==> src/rtl/msg_frag_tx.sv <==
module msg_frag_tx #(
  parameter int LEN_W   = 12,
  parameter int DEPTH_W = 8
) (
  input  logic               clk,
  input  logic               rst_n,
  input  logic               start,
  input  logic [LEN_W-1:0]   msg_len,
  input  logic [7:0]         host_addr,
  input  logic [7:0]         client_addr,
  input  logic [DEPTH_W-1:0] buf_depth,
  input  logic [DEPTH_W-1:0] empty_slots,
  input  logic               peer_ready,
  input  logic               byte_valid,
  input  logic [7:0]         byte_data,
  output logic               byte_ready,
  output logic               slot_wr,
  output logic [31:0]        slot_data,
  output logic               doorbell,
  output logic               done,
  output logic               ok
);
  localparam int CAPW = DEPTH_W + 2;
  localparam int CMPW = (DEPTH_W > 9) ? DEPTH_W : 9;

  typedef enum logic [2:0] {S_IDLE, S_HDR, S_BWAIT, S_BODY, S_RING} st_t;
  st_t st;

  logic [LEN_W-1:0]   rem_q;
  logic [DEPTH_W-1:0] depth_q;
  logic [7:0]         host_q, client_q;
  logic [8:0]         flen_q, left_q;
  logic [1:0]         bidx;
  logic [31:0]        word;

  logic [CAPW-1:0] cap_b;
  logic [8:0]      lim, max_len, frag_len, need;
  logic            last_frag, fire;
  logic [31:0]     nword;

  assign cap_b     = {depth_q, 2'b00};
  assign lim       = (cap_b > CAPW'(511)) ? 9'd511 : 9'(cap_b);
  assign max_len   = lim - 9'd4;
  assign frag_len  = (rem_q > LEN_W'(max_len)) ? max_len : 9'(rem_q);
  assign last_frag = (LEN_W'(frag_len) == rem_q);
  assign need      = (flen_q + 9'd3) >> 2;
  assign byte_ready = (st == S_BODY);
  assign fire      = byte_valid && byte_ready;
  assign nword     = word | ({24'b0, byte_data} << {bidx, 3'b000});

  always_ff @(posedge clk or negedge rst_n) begin
    if (!rst_n) begin
      st <= S_IDLE; rem_q <= '0; depth_q <= '0; host_q <= '0; client_q <= '0;
      flen_q <= '0; left_q <= '0; bidx <= '0; word <= '0;
      slot_wr <= 1'b0; slot_data <= '0; doorbell <= 1'b0; done <= 1'b0; ok <= 1'b0;
    end else begin
      slot_wr  <= 1'b0;
      doorbell <= 1'b0;
      done     <= 1'b0;
      ok       <= 1'b0;
      case (st)
        S_IDLE: if (start) begin
          if (msg_len == '0) begin
            done <= 1'b1;
          end else begin
            rem_q <= msg_len; depth_q <= buf_depth;
            host_q <= host_addr; client_q <= client_addr;
            st <= S_HDR;
          end
        end
        S_HDR: if (empty_slots != '0) begin
          slot_wr   <= 1'b1;
          slot_data <= {last_frag, 6'b0, frag_len, host_q, client_q};
          flen_q    <= frag_len;
          left_q    <= frag_len;
          rem_q     <= rem_q - LEN_W'(frag_len);
          word      <= '0;
          bidx      <= '0;
          st        <= S_BWAIT;
        end
        S_BWAIT: if (CMPW'(empty_slots) >= CMPW'(need)) st <= S_BODY;
        S_BODY: if (fire) begin
          left_q <= left_q - 9'd1;
          if (bidx == 2'd3 || left_q == 9'd1) begin
            slot_wr   <= 1'b1;
            slot_data <= nword;
            word      <= '0;
            bidx      <= '0;
          end else begin
            word <= nword;
            bidx <= bidx + 2'd1;
          end
          if (left_q == 9'd1) st <= S_RING;
        end
        S_RING: begin
          doorbell <= 1'b1;
          if (!peer_ready || rem_q == '0) begin
            done <= 1'b1;
            ok   <= peer_ready;
            st   <= S_IDLE;
          end else begin
            st <= S_HDR;
          end
        end
        default: st <= S_IDLE;
      endcase
    end
  end

  p_len_cap_r2: assert property (@(posedge clk) disable iff (!rst_n)
    (st == S_BWAIT && $past(st) == S_HDR) |->
      (slot_data[24:16] <= max_len && slot_data[24:16] != 9'd0));
  p_hdr_gate_r4: assert property (@(posedge clk) disable iff (!rst_n)
    (st == S_HDR && empty_slots == '0) |=> !slot_wr);
  p_body_gate_r5: assert property (@(posedge clk) disable iff (!rst_n)
    (st == S_BWAIT) |=> !slot_wr);
  p_zero_rej_r7: assert property (@(posedge clk) disable iff (!rst_n)
    (st == S_IDLE && start && msg_len == '0) |=> (done && !ok && !slot_wr));
  p_bell_after_slot_r8: assert property (@(posedge clk) disable iff (!rst_n)
    doorbell |-> $past(slot_wr));
  p_ok_with_done_r10: assert property (@(posedge clk) disable iff (!rst_n)
    ok |-> done);
  p_busy_start_r11: assert property (@(posedge clk) disable iff (!rst_n)
    (st == S_BODY && start) |=> (st != S_HDR));
endmodule

==> config.mk <==
export PLATFORM = sky130hd
export DESIGN_NAME = msg_frag_tx
export DESIGN_NICKNAME = d
export VERILOG_FILES = /design/src/rtl/msg_frag_tx.sv
export SDC_FILE = /design/constraint.sdc
export NUM_CORES = 1
export LEC_CHECK = 0
export ABC_CLOCK_PERIOD_IN_PS = 6500
export BUFFER_PORTS_ARGS = -buffer_cell sky130_fd_sc_hd__buf_2
export CORE_ASPECT_RATIO = 1.75
export CORE_UTILIZATION = 53
export DETAILED_ROUTE_END_ITERATION = 8
export PLACE_DENSITY = 0.85
export SYNTH_ARGS = -nofsm -noshare
export SYNTH_HDL_FRONTEND = slang
export SYNTH_SLANG_ARGS = --single-unit
==> constraint.sdc <==
create_clock -name clk -period 6.5 [get_ports clk]
set_clock_uncertainty 0.2 [all_clocks]
set_input_delay 0.65 -clock clk [delete_from_list [all_inputs] [get_ports clk]]
set_output_delay 0.65 -clock clk [all_outputs]
set_load 0.01 [all_outputs]
==> flow_summary.toml, run 1 <==
[floorplan]
die_h_um = 151
start_util_pct = 54.0
io_pins = 94
rows = 54
die_w_um = 87.1
core-area_um2 = 12400
die_area_um2 = 13100

[sta]
setup_viol = 0
finalCriticalPeriod_ns = 5.65
fin_crit_sh_pct = 86.9
relSlewSlack_pct = 23.6
max_freq_mhz = 177
rsz0062_at_grt = "no"
hold_viol = 0
finalMaxSlewViolations = 0
fin_tns_setup_ns = 0
worstMarginPinSlew_ns = 1.15

[routing]
vias = 5778
routedWlPerCell_um = 17.6
remaining_drc_errors = 0
vias_per_cell = 5.85
drtIter0Drc = 424
ant_nets = 0
drt_first_pass_iters = 7
routed_wl_mm = 17.4

[clock_network]
post_cts_buffers = 0
cts_buffers = 17
path_clk_slew_ns = 0.05
clockBufferDepth = 2
cts_root_buf = "clkbuf_16"
h-tree-depth = 4
insertion_delay_ns = 0.42
cts_tree = "yes"
cts_sinks = 127
ctsResizeCount = 0
ctsHoldBuffers = 0

[critical_path]
critPathSlowestCell = "nor4_1"
cp-startpoint = "depth_q[7]"
slowest_delay_ns = 0.74
cp-start-kind = "register"
reg2reg_depth = 20
worstPathArrival_ns = 5.74
crit_path_end_kind = "register"
cp-endpoint = "rem_q[9]"
reg2reg_slack_ns = 0.85
cp_top_family = "compound AO/OA/AOI/OAI gates"
required_ns = 6.60
worstReg2RegStart = "depth_q[7]"
critPathMaxFanout = 13
cp.depth = 20
crit_top_cell = "ha_1"
r2r_end = "rem_q[9]"
critPathKind = "reg -> reg"
path_buf_inv = 0
crit_path_cell_trace = "nor2_1 > ha_1 > nand2_1 > nor3_1 > xor2_1 > nor2_1 > ha_1 > nor4_1 > a31oi_4 > mux2i_1 > ha_1 > nor2b_1 > o31a_1 > o21ai_0 > nand2_1 > a21oi_1 > mux2i_1 > a31o_2 > o31a_1 > o22a_1"

[grt]
grt_overflow = 0
antenna_found_initial = 0
grt_pass1_vias = 5711
grt.total_usage_pct = 28.5
grt_max_degree = 68
grt_pass1_wl_mm = 28.2

[min_path]
worstHoldPathType = "in -> async"

[synthesis]
ys_top_cells_by_area = "dfrtp_1, a21oi_1, ha_1, nand2_1, nor2_1"
synth.distinct_cells = 62
yosys_warnings = 0
ys_seq_area_share_pct = 47.3
synth_seq_cells = 127
synth_edf_count = 0
synth_top_cell_by_area = "dfrtp_1"
syn_area_per_cell_um2 = 9.21
synth_top_area_share_pct = 47.3
syn_inst = 729
synth_nets = 813
syn_area_um2 = 6720
synthFlopType = "dfrtp_1"
async_reset_ff_share_pct = 100

[layout]
n_antenna_cell = 0
multi_input_area_um2 = 3330
regArea_um2 = 3180
mostFrequentLayoutCells = "dfrtp_1, buf_2, a21oi_1, nand2_1, nor2_1"
fill_cells = 1086
drive_gt1_share_pct = 20.6
final_core_util_pct = 63.1
fin_area_um2 = 7850
final_common_cell = "dfrtp_1"
layoutNonFillerInstCount = 988
syn_to_final_growth_pct = 16.8
fin_nets = 891

[placement]
dp.final_hpwl_mm = 12.6
dp_cells = 956
placed_area_um2 = 7280
io_buffers = 93
gp_congestion = 0.943

[run]
drv_cap = 0

[pwr]
p_comb_share_pct = 48.8
p_clk_share_pct = 19.9
p_sw_mw = 2.00
seqPwrFrac_pct = 31.3
power.internal_mw = 2.53
leakagePower_nw = 3.62
p_per_area_nw_per_um2 = 578
ir_worst_vdd_v = 0.000310
switching_share_pct = 44.2

[outcome]
status = "complete, no violations"
[worst min path at each step]
stage	startpoint	to	slack (ns)	cells past startpoint
2_1_floorplan	rst_n	bidx[0]	0.15	0
3_3_place_gp	slot_data[23]	slot_data[23]	0.26	1
3_5_place_dp	slot_data[28]	slot_data[28]	0.26	2
4_1_cts	rst_n	host_q[4]	0.14	1
5_1_grt	rst_n	host_q[6]	0.18	1
6_report	rst_n	host_q[4]	0.11	1
[per-layer routing]
layer / share of wire, % / wire length, µm / GRT usage [%]
met3: 4.2 / 724 / 4.90
met2: 53 / 9300 / 51.2
met4: 5.5 / 962 / 16.1
met5: 0 / 0 / 0
met1: 37 / 6410 / 31.2
[cells by family after synthesis]
group           after synthesis  synth area share [%]
fa+ha+maj                    27                  5.14
simple gates                264                  18.1
xor+xnor                     16                  2.09
flops                       127                  47.3
buf+inv                      55                  3.09
compound gates              209                  19.2
mux                          31                  5.09
[flip-flops by register name, indices dropped and copies added (netlist names)]
signal and cells:
client_q 8, flen_q 9, slot_data 32, st 3, slot_wr 1, host_q 8, left_q 9, ok 1
rem_q 12, done 1, bidx 2, depth_q 8, doorbell 1, word 32
[cell type report]
type / count / share of cell area [%]
clock buffers: 18 / 5.47
clock inverters: 14 / 1.67
inverters: 16 / 0.766
multi-input cells: 547 / 42.5
flip-flops and latches: 127 / 40.5
well taps: 168 / 2.68
repair buffers: 98 / 6.44
[power by group through the flow]
stage	sequential [mW]	combinational (mW)	clock, mW
2_1_floorplan	1.34	1.64	0
3_3_place_gp	1.41	2.14	0
3_5_place_dp	1.42	2.19	0
4_1_cts	1.41	2.21	0.911
5_1_grt	1.46	2.47	0.943
6_report	1.42	2.21	0.901
[cells in the mapped netlist (all sizes together), types with 4 or more instances]
library cell / count
dfrtp: 127
a21oi: 90
nand2: 84
nor2: 81
o21ai: 53
nor3: 41
clkbuf: 33
ha: 26
mux2: 25
inv: 14
a22o: 11
nand3: 10
nor4: 10
a21o: 8
xnor2: 8
xor2: 8
a31oi: 7
nand2b: 7
nor2b: 7
o31ai: 7
buf: 6
mux2i: 6
a211oi: 5
o21a: 5
o211ai: 4
or4: 4
[stage by stage]
stage	hold WS [ns]	power, mW	setup WS (ns)
after global routing	0.176	4.87	0.416
after detailed placement	0.264	3.61	0.910
after floorplan	0.154	2.98	1.44
after CTS	0.141	4.53	0.866
after global placement	0.264	3.55	1.12
final	0.112	4.53	0.855
[worst register-to-register path, delay by kind of cell, from the launching register on]
| family | cells | cell delay [ns] |
|---|---|---|
| AO/OA/AOI/OAI | 7 | 1.66 |
| XOR/XNOR | 1 | 0.17 |
| flip-flops | 1 | 0.54 |
| AND/OR/NAND/NOR | 7 | 1.62 |
| multiplexers | 2 | 0.58 |
| adder cells (fa/ha/maj) | 3 | 0.78 |
No activity file was read; power rests on OpenSTA's default activity.
==> run 2: changes to the inputs <==
CORE_ASPECT_RATIO = 2   (was 1.75)
==> flow_summary.toml, run 2 (same netlist as run 1, synthesis figures left out) <==
[layout]
syn_to_final_growth_pct = 16.9
layoutNonFillerInstCount = 968
fin_area_um2 = 7850
mostFrequentLayoutCells = "dfrtp_1, buf_2, a21oi_1, nand2_1, nor2_1"
regArea_um2 = 3180
reg_top3 = "slot_data (32), word (32), rem_q (12)"
multi_input_area_um2 = 3330
final_common_cell = "dfrtp_1"
fill_cells = 1064
fin_nets = 892
n_antenna_cell = 0
drive_gt1_share_pct = 20.7

[routing]
ant_nets = 0
drt_first_pass_iters = 5
vias_per_cell = 6.08
routedWlPerCell_um = 18.6
vias = 5883
drtIter0Drc = 369
remaining_drc_errors = 0
routed_wl_mm = 18.0

[critical_path]
cp-endpoint = "rem_q[9]"
critPathMaxFanout = 13
critPathSlowestCell = "nor4_1"
cp-startpoint = "depth_q[7]"
crit_top_cell = "ha_1"
reg2reg_slack_ns = 0.91
required_ns = 6.60
r2r_end = "rem_q[9]"
worstReg2RegStart = "depth_q[7]"
cp-start-kind = "register"
worstPathArrival_ns = 5.70
crit_path_end_kind = "register"
crit_path_cell_trace = "nor2_1 > ha_1 > nand2_1 > nor3_1 > xor2_1 > nor2_1 > ha_1 > nor4_1 > a31oi_4 > mux2i_1 > ha_1 > nor2b_1 > o31a_1 > o21ai_0 > nand2_1 > a21oi_1 > mux2i_1 > a31o_2 > o31a_1 > o22a_1"
slowest_delay_ns = 0.77
critPathKind = "reg -> reg"
reg2reg_depth = 20

[floorplan]
die_w_um = 81.6
rows = 57
core-area_um2 = 12300
io_pins = 94
die_area_um2 = 13200
start_util_pct = 54.8
die_h_um = 161

[sta]
finalCriticalPeriod_ns = 5.59
fin_tns_setup_ns = 0
holdWs_ns = 0.0960
max_freq_mhz = 179
setup_viol = 0
relSlewSlack_pct = 22.7
worstMarginPinSlew_ns = 1.16
fin_ws_ns = 0.905
fin_crit_sh_pct = 86.1
finalMaxSlewViolations = 0
hold_viol = 0
rsz0062_at_grt = "no"

[grt]
grt_max_degree = 70
grt_pass1_wl_mm = 28.5
grt.total_usage_pct = 29.0
antenna_found_initial = 0
grt_overflow = 0
grt_pass1_vias = 5762

[placement]
dp.final_hpwl_mm = 12.9
dp_cells = 936
placed_area_um2 = 7270
place_ws_ns = 0.903
io_buffers = 93
gp_congestion = 0.972

[pwr]
switching_share_pct = 44.3
power.internal_mw = 2.58
p_clk_share_pct = 20.7
p_per_area_nw_per_um2 = 589
p_comb_share_pct = 48.6
ir_worst_vdd_v = 0.000307
seqPwrFrac_pct = 30.7
p_sw_mw = 2.05
leakagePower_nw = 3.64

[clock_network]
h-tree-depth = 4
post_cts_buffers = 0
clockBufferDepth = 2
ctsHoldBuffers = 0
cts_root_buf = "clkbuf_16"
insertion_delay_ns = 0.42
ctsResizeCount = 0
cts_buffers = 17
cts_sinks = 127
path_clk_slew_ns = 0.06
cts_tree = "yes"

[run]
drv_cap = 0

[outcome]
status = "complete, no violations"

[min_path]
worstHoldPathType = "in -> async"
==> run 2: changes by cell type in the layout (fill, tap and decap cells not counted) <==
cell and delta:
buf_4 +1, clkinvlp_4 -2, clkinv_4 +1, inv_6 -1, inv_8 +1, bufinv_16 +1
==> run 2: worst max-delay path, delay by kind of cell (launching register included) <==
| family | cells | cell delay [ns] |
|---|---|---|
| flops | 1 | 0.52 |
| fa+ha+maj | 3 | 0.75 |
| mux | 2 | 0.56 |
| simple gates | 7 | 1.63 |
| xor+xnor | 1 | 0.16 |
| compound gates | 7 | 1.66 |
==> run 2: power by group through the flow <==
stage / clock network [mW] / registers (mW) / logic, mW
finish: 0.959 / 1.42 / 2.25
CTS: 0.966 / 1.41 / 2.23
detailed placement: 0 / 1.42 / 2.21
global placement: 0 / 1.41 / 2.17
global route: 0.997 / 1.45 / 2.49
floorplan: 0 / 1.34 / 1.64
==> run 2: final cells by class <==
type / instances / area share (%)
Sequential cell: 127 / 40.5
Timing Repair Buffer: 99 / 6.53
Inverter: 16 / 0.765
Multi-Input combinational cell: 547 / 42.4
Clock buffer: 18 / 5.47
Tap cell: 147 / 2.34
Clock inverter: 14 / 2.01
==> run 2: worst min path at each step <==
stage / from / end / depth (start not counted)
floorplan: rst_n / bidx[0] / 0
global placement: slot_data[23] / slot_data[23] / 1
detailed placement: slot_data[23] / slot_data[23] / 1
CTS: rst_n / depth_q[6] / 1
global route: rst_n / host_q[5] / 1
finish: rst_n / host_q[6] / 1
==> run 2: metrics by stage <==
stage / power (mW) / utilization (%)
global placement: 3.58 / 59.2
floorplan: 2.98 / -
detailed placement: 3.63 / 59.2
CTS: 4.61 / 64.0
finish: 4.62 / 64.0
global route: 4.94 / 64.0
==> run 2: layer usage <==
layer  GRT usage (%)  up-vias  routed length, µm
li1                -     2758                  -
met1            30.8     2820               6380
met2            51.1      223               9650
met3            4.97       82                840
met4            18.4        0               1180
met5               0        -                  0
==> run 3: changes to the inputs <==
ABC_AREA = 1   (was default)
PLACE_DENSITY = 0.84   (was 0.85)
==> flow_summary.toml, run 3 <==
[sta]
relSlewSlack_pct = 26.6
setup_viol = 0
finalMaxSlewViolations = 0
fin_crit_sh_pct = 75.0
rsz0062_at_grt = "no"
finalCriticalPeriod_ns = 4.87
hold_viol = 0
max_freq_mhz = 205
fin_tns_setup_ns = 0
worstMarginPinSlew_ns = 1.10

[pwr]
p_sw_mw = 2.21
p_clk_share_pct = 20.1
p_comb_share_pct = 50.7
seqPwrFrac_pct = 29.2
power.internal_mw = 2.49
ir_worst_vdd_v = 0.000397
p_per_area_nw_per_um2 = 580
leakagePower_nw = 4.09
switching_share_pct = 47.0

[synthesis]
syn_area_per_cell_um2 = 8.14
synth_top_cell_by_area = "dfrtp_1"
synth_seq_cells = 127
synth.distinct_cells = 44
synth_nets = 938
syn_inst = 854
yosysMostFrequentCell = "nand2_1"
ys_top_cells_by_area = "dfrtp_1, nand2_1, a21oi_1, ha_1, nand3_1"
yosys_warnings = 0
synth_top_area_share_pct = 45.7
synthFlopType = "dfrtp_1"
synth_edf_count = 0
syn_area_um2 = 6950
async_reset_ff_share_pct = 100
synth_common_cells = "nand2_1, dfrtp_1, nor2_1"
ys_seq_area_share_pct = 45.7

[routing]
wl_met3_um = 865
drtIter0Drc = 462
ant_nets = 0
remaining_drc_errors = 0
top_layer = "met4"
wl_met1_mm = 6.32
routedWlPerCell_um = 16.7
met2_length_mm = 10.1
vias_per_cell = 5.73
vias = 6306
drt_first_pass_iters = 7
routed_wl_mm = 18.4

[layout]
fin_area_um2 = 8110
drive_gt1_share_pct = 20.0
syn_to_final_growth_pct = 16.6
n_antenna_cell = 0
final_common_cell = "nand2_1"
reg_top3 = "slot_data (32), word (32), rem_q (12)"
mostFrequentLayoutCells = "nand2_1, dfrtp_1, buf_2, nor2_1, inv_1"
fin_nets = 1022

[clock_network]
ctsHoldBuffers = 0
clockBufferDepth = 2
post_cts_buffers = 0
insertion_delay_ns = 0.42
ctsResizeCount = 0
cts_tree = "yes"
cts_sinks = 127
h-tree-depth = 4
cts_root_buf = "clkbuf_16"
cts_buffers = 17
path_clk_slew_ns = 0.06

[floorplan]
die_w_um = 83.0
io_pins = 94
core-area_um2 = 12700
start_util_pct = 54.8
die_h_um = 164
die_area_um2 = 13600
rows = 58

[placement]
placed_area_um2 = 7510
gp_congestion = 0.958
io_buffers = 93
dp.final_hpwl_mm = 13.1

[critical_path]
crit_top_cell = "nand2_1"
crit_path_end_kind = "register"
critPathKind = "reg -> reg"
path_buf_inv = 4
slowest_delay_ns = 0.54
critPathSlowestCell = "dfrtp_1"
cp_top_family = "simple AND/OR/NAND/NOR gates"
cp-start-kind = "register"
required_ns = 6.61
worstPathArrival_ns = 4.99
critPathMaxFanout = 18

[grt]
grt_pass1_wl_mm = 29.4
grt_pass1_vias = 6309
grt_overflow = 0
antenna_found_initial = 0
grt_max_degree = 86
grt.total_usage_pct = 27.7

[run]
drv_cap = 0

[outcome]
status = "complete, no violations"

[min_path]
worstHoldPathType = "in -> async"
==> run 3: metal layers <==
layer  up-vias  GRT usage (%)
met5         -              0
met4         0           18.7
met3        74           4.52
met2       243           51.9
met1      2986           27.8
li1       3003              -
==> run 3: stage by stage <==
step	instances	total power [mW]	utilization (%)	hold slack [ns]	worst slack, ns
floorplan	854	3.07	-	0.154	2.12
global placement	1069	3.64	59.2	0.256	1.84
detailed placement	1069	3.71	59.2	0.260	1.69
CTS	1101	4.69	63.8	0.252	1.67
global route	1101	5.04	63.8	0.262	1.17
finish	1101	4.71	63.8	0.248	1.63
==> run 3: worst paths after layout <==
| path | startpoint | endpoint | slack (ns) | cells after the start |
|---|---|---|---|---|
| worst max-delay path | depth_q[7] | rem_q[11] | 1.63 | 35 |
| worst min-delay path | rst_n | slot_data[27] | 0.25 | 1 |
| worst max register to register | depth_q[7] | rem_q[11] | 1.63 | 35 |
| worst min register to register | slot_data[26] | slot_data[26] | 0.27 | 2 |
| max in group asynchronous | rst_n | depth_q[7] | 4.70 | 2 |
| min in group clk | buf_depth[0] | depth_q[0] | 0.26 | 2 |
==> run 3: power by group through the flow <==
stage / combinational [mW] / clock [mW] / sequential, mW
global route: 2.65 / 0.993 / 1.40
finish: 2.38 / 0.947 / 1.37
global placement: 2.28 / 0 / 1.37
floorplan: 1.75 / 0 / 1.32
CTS: 2.37 / 0.957 / 1.37
detailed placement: 2.33 / 0 / 1.38
==> run 3: cell type report <==
class / instances / area, µm²
clock buffers: 17 / 425
clock inverters: 15 / 166
fillers: 1044 / 4590
inverters: 86 / 325
multi-input cells: 607 / 3310
flip-flops and latches: 127 / 3180
well taps: 150 / 188
repair buffers: 99 / 513
==> run 3: cell families after synthesis <==
group,after synthesis,share of synthesized area [%]
buffers and inverters,120,6.80
adder cells (fa/ha/maj),27,4.97
XOR/XNOR,14,1.76
flip-flops,127,45.7
multiplexers,21,3.40
AO/OA/AOI/OAI,166,13.6
AND/OR/NAND/NOR,379,23.7
